<file path="src/rtl/hib_pkg.sv">
package hib_pkg;
  typedef enum logic [1:0] {
    ST_ACTIVE = 2'd0,
    ST_HIB    = 2'd1,
    ST_WAKE   = 2'd2
  } hib_state_e;
endpackage

</file>
<file path="src/rtl/hib_state_fsm.sv">
module hib_state_fsm
  import hib_pkg::*;
(
  input  logic       clk,
  input  logic       rst,
  input  logic       hib_req,
  input  logic       wake_seq,
  input  logic       keep_regs,
  input  logic       startup_done,
  output hib_state_e state_q,
  output hib_state_e state_d,
  output logic       reg_reset_q
);
  logic leaving_hib;

  // Next-state decode; the wake phase only exits on completion.
  always_comb begin
    state_d     = state_q;
    leaving_hib = 1'b0;
    unique case (state_q)
      ST_ACTIVE: if (hib_req) state_d = ST_HIB;
      ST_HIB: begin
        if (!hib_req) begin
          leaving_hib = 1'b1;
          state_d     = wake_seq ? ST_WAKE : ST_ACTIVE;
        end
      end
      ST_WAKE:   if (startup_done) state_d = ST_ACTIVE;
      default:   state_d = ST_ACTIVE;
    endcase
  end

  always_ff @(posedge clk) begin
    if (rst) begin
      state_q     <= ST_ACTIVE;
      reg_reset_q <= 1'b0;
    end else begin
      state_q     <= state_d;
      reg_reset_q <= leaving_hib && !keep_regs;
    end
  end
endmodule

</file>
<file path="src/rtl/hib_pin_hold.sv">
module hib_pin_hold #(
  parameter int           NUM_PINS = 3,
  parameter logic [NUM_PINS-1:0] RST_VAL = '0
) (
  input  logic                clk,
  input  logic                rst,
  input  logic                hold,
  input  logic [NUM_PINS-1:0] force_en,
  input  logic [NUM_PINS-1:0] force_val,
  input  logic [NUM_PINS-1:0] func_val,
  output logic [NUM_PINS-1:0] pin_q
);
  for (genvar i = 0; i < NUM_PINS; i++) begin : g_pin
    always_ff @(posedge clk) begin
      if (rst)                     pin_q[i] <= RST_VAL[i];
      else if (hold && force_en[i]) pin_q[i] <= force_val[i];
      else                         pin_q[i] <= func_val[i];
    end
  end
endmodule

</file>
<file path="src/rtl/hib_ctrl.sv">
module hib_ctrl
  import hib_pkg::*;
#(
  parameter logic IRQ_IDLE_LVL = 1'b1
) (
  input  logic clk,
  input  logic rst,
  input  logic hib_req,
  input  logic cfg_wake_seq,
  input  logic cfg_keep_regs,
  input  logic cfg_rst_high,
  input  logic cfg_memrst_high,
  input  logic cfg_irq_quiet,
  input  logic startup_done,
  input  logic func_rst_n,
  input  logic func_memrst_n,
  input  logic func_irq_n,
  output logic hib_o,
  output logic active_o,
  output logic startup_req_o,
  output logic reg_reset_o,
  output logic rst_n_pin,
  output logic memrst_n_pin,
  output logic irq_n_pin
);
  localparam int NUM_PINS = 3;
  // Pin order in the vectors: [0] reset, [1] memory reset, [2] interrupt.
  localparam logic [NUM_PINS-1:0] PIN_RST_VAL = {IRQ_IDLE_LVL, 1'b0, 1'b0};

  hib_state_e state_q, state_d;
  logic [NUM_PINS-1:0] pins_q;

  hib_state_fsm u_fsm (
    .clk          (clk),
    .rst          (rst),
    .hib_req      (hib_req),
    .wake_seq     (cfg_wake_seq),
    .keep_regs    (cfg_keep_regs),
    .startup_done (startup_done),
    .state_q      (state_q),
    .state_d      (state_d),
    .reg_reset_q  (reg_reset_o)
  );

  // Override is decided from the next state so pins and status move together.
  hib_pin_hold #(.NUM_PINS(NUM_PINS), .RST_VAL(PIN_RST_VAL)) u_pins (
    .clk       (clk),
    .rst       (rst),
    .hold      (state_d == ST_HIB),
    .force_en  ({cfg_irq_quiet, 1'b1, 1'b1}),
    .force_val ({IRQ_IDLE_LVL, cfg_memrst_high, cfg_rst_high}),
    .func_val  ({func_irq_n, func_memrst_n, func_rst_n}),
    .pin_q     (pins_q)
  );

  assign hib_o         = (state_q == ST_HIB);
  assign active_o      = (state_q == ST_ACTIVE);
  assign startup_req_o = (state_q == ST_WAKE);
  assign rst_n_pin     = pins_q[0];
  assign memrst_n_pin  = pins_q[1];
  assign irq_n_pin     = pins_q[2];
endmodule

</file>
<file path="config.mk">
export PLATFORM = sky130hd
export DESIGN_NAME = hib_ctrl
export DESIGN_NICKNAME = d
export VERILOG_FILES = /design/src/rtl/hib_pkg.sv /design/src/rtl/hib_state_fsm.sv /design/src/rtl/hib_pin_hold.sv /design/src/rtl/hib_ctrl.sv
export SDC_FILE = /design/constraint.sdc
export NUM_CORES = 1
export LEC_CHECK = 0
export BUFFER_PORTS_ARGS = -buffer_cell sky130_fd_sc_hd__buf_2
export CORE_AREA = 2 2 39 41
export CTS_BUF_LIST = sky130_fd_sc_hd__clkbuf_16
export DETAILED_ROUTE_END_ITERATION = 8
export DIE_AREA = 0 0 41 43
export SYNTH_ARGS = -nofsm -noshare
export SYNTH_HDL_FRONTEND = slang
export SYNTH_HIERARCHICAL = 1
export SYNTH_SLANG_ARGS = --single-unit
</file>
<file path="constraint.sdc">
create_clock -name clk -period 2.18 [get_ports clk]
set_input_delay 0.109 -clock clk [delete_from_list [all_inputs] [get_ports clk]]
set_output_delay 0.109 -clock clk [all_outputs]
set_load 0.05 [all_outputs]
</file>
==> impl_results.md <==
- CP peak stage delay: 0.43 ns
- CTS tree: done
- Drt pass-1 iters: 4
- Max Cap Viol: 0
- Clock power share: 62.4%
- Chip Width: 41 um
- Mean Syn Cell Area: 10.10 um2
- WP data required: 2.29 ns
- CP bufs+invs: 0
- Fin crit period: 1.563 ns
- Setup Fix Bufs, Post-CTS: 0
- Cts hold-fix bufs: 0
- Non-filler cells, final: 68
- FF/Latch Area: 120.1 um2
- Outcome: finished, final reports clean
- Setup TNS: 0 ns
- Vias per cell: 3.985
- Die Ht: 43 um
- RePlAce Congestion: 0.6341
- Area Overhead vs Synth: 73.39%
- Root buf cell: clkbuf_16
- Remaining global-route overflow: 0
- # nets final: 66
- Sink Count: 6
- Fmax: 639.7 MHz
- Worst-skew pair later-pin latency: 0.23 ns
- Combinational power share: 12.7%
- Element type at the critical path end: flop
- First-pass GRT wire length: 972 um
- RSZ-0062 raised after global routing: no
- Fillers: 146
- Fin. max-slew vios: 0
- Critical path arrival: 1.68 ns
- Multi-input logic area: 167.7 um2
- H-tree levels: 1
- Cts repair resizes: 0
- Clock Skews: 0.0005135 ns
- Pwr Total: 0.0004779 W
- Port bufs: 18
- DRT Wirelength: 605 um
- Seq/Total Area, Yosys: 44.04%
- Switching pwr: 0.0001043 W
- Vias in the first global route: 228
- Inst Count DP: 65
- IO Count: 19
- Starting Density: 19.71%
- Die area: 1763 um2
- Syn Inst Count: 27
- Core area: 1384 um2
- DR vias: 271
- Synth area leader: dfxtp_1
- Antenna violations before repair: 0
- CTS max path bufs: 2
- Row Count: 14
- Diodes inserted: 0
- Final hold vios: 0
- Int Power: 0.0003737 W
- Synth top area cells: dfxtp_1 44%, a21bo_2 7.3%, and2b_2 6.4%
- DRC Markers: 0
- CP Max Fanout: 8
- GR Util All Layers: 9.356%
- Worst-path clk slew: 0.03 ns
- Cell leakage power: 0.2300 nW
- Yosys cell types: 17
- DP Wirelength: 453.3 um
- Ys Warns: 6
- Routed len/inst: 8.897 um
- Final period utilization: 71.71%
- CTS Buf Count: 3
- FF+latch count, synth: 6
- Crit path launch type: flop
- Power density over the cells: 1010 nW/um2
- Slowest cell on the critical path: dfxtp_1
- Setup-failing EPs final: 0
- Delay-heaviest family, CP: simple AND/OR/NAND/NOR gates
- Mapped Area: 272.8 um2
- Layout cells sized above 1: 51.92%
- Max IR drop VDD: 0.0005341 V
- Sequential power share: 24.9%
- Crit Path Category: reg2reg
- Largest net degree at the start of global routing: 9
- Switching Fraction: 21.82%
- HP Class: in2reg
- Cells along the critical path: nand4bb_2, nand2_1, nor2b_1, a21boi_1, a311o_1
- Post-route ant nets: 0
- 1st-iter DRT viols: 5
- Synth top area share: 44.04%
-- layout by cell type (no fill, tap or decap) --
| cell type | netlist | routed |
|---|---|---|
| nand3_1 | 2 | 2 |
| nor2_1 | 1 | 1 |
| nand4bb_2 | 1 | 1 |
| a21boi_1 | 1 | 1 |
| conb_1 | 1 | 5 |
| nand2b_1 | 1 | 1 |
| a21oi_2 | 1 | 1 |
| nor4_1 | 1 | 1 |
| a21oi_1 | 2 | 2 |
| a21bo_2 | 2 | 2 |
| and2b_2 | 2 | 2 |
| a311o_1 | 1 | 1 |
| dfxtp_1 | 6 | 6 |
| nand2_1 | 1 | 1 |
| clkbuf_16 | 0 | 3 |
| buf_2 | 0 | 18 |
| nor2b_1 | 2 | 2 |
| or3b_1 | 1 | 1 |
| nor3b_1 | 1 | 1 |
-- metrics by stage --
step / setup WS [ns] / hold slack (ns) / util, % / cell area (um2)
floorplan: 0.8105 / 0.1714 / - / 287.8
global placement: 0.6206 / 0.2737 / 28.75 / 397.9
detailed placement: 0.6183 / 0.2775 / 28.75 / 397.9
CTS: 0.6025 / 0.03663 / 34.18 / 473.0
global route: 0.4464 / 0.05541 / 34.18 / 473.0
finish: 0.6168 / 0.04103 / 34.18 / 473.0
-- routing by layer --
layer	track usage [%]	part of all wire, %	up-vias
met3	8.377	14	2
met2	11.25	41	16
met5	0	0	-
li1	-	-	144
met4	8.000	1.7	0
met1	9.385	43	109
-- cell type report --
cell class / count / share of cell area, %
Multi-Input combinational cell: 25 / 35.45
Sequential cell: 6 / 25.40
Timing Repair Buffer: 18 / 19.05
Clock buffer: 3 / 15.87
Tap cell: 16 / 4.233
-- cell usage after synthesis --
| cell | number |
|---|---|
| nor3b_1 | 1 |
| nor2b_1 | 2 |
| a21oi_1 | 2 |
| a21bo_2 | 2 |
| dfxtp_1 | 6 |
| nor2_1 | 1 |
| nand4bb_2 | 1 |
| or3b_1 | 1 |
| nand3_1 | 2 |
| a311o_1 | 1 |
| nand2_1 | 1 |
| and2b_2 | 2 |
| a21oi_2 | 1 |
| nor4_1 | 1 |
| a21boi_1 | 1 |
| conb_1 | 1 |
| nand2b_1 | 1 |
-- power by group through the flow --
stage / sequential (W) / combinational [W] / clock, W
floorplan: 0.000135 / 0.0000262 / 0
global placement: 0.000121 / 0.0000607 / 0
detailed placement: 0.000121 / 0.0000609 / 0
CTS: 0.000119 / 0.0000610 / 0.000308
global route: 0.000120 / 0.0000651 / 0.000315
finish: 0.000119 / 0.0000605 / 0.000298
-- registers in the layout (all words and copies together) (netlist names) --
register and flops:
u_fsm/reg_reset_q 1, u_pins/pin_q 3, u_fsm/state_q 2
-- worst paths after layout --
| path | slack [ns] | depth (start not counted) | startpoint | endpoint |
|---|---|---|---|---|
| setup / recovery | 0.62 | 5 | u_fsm/state_q[1] | u_pins/pin_q[2] |
| setup reg to reg | 0.62 | 5 | u_fsm/state_q[1] | u_pins/pin_q[2] |
| hold / removal | 0.04 | 2 | cfg_keep_regs | u_fsm/reg_reset_q |
| hold reg to reg | 0.51 | 2 | u_fsm/state_q[0] | u_fsm/reg_reset_q |
-- kinds of logic after synthesis --
logic type,count (synthesis),share of synthesized area (%)
compound gates,7,20.64
flops,6,44.04
other cells,1,1.375
simple gates,13,33.95
(Power assumes the default switching activity.)
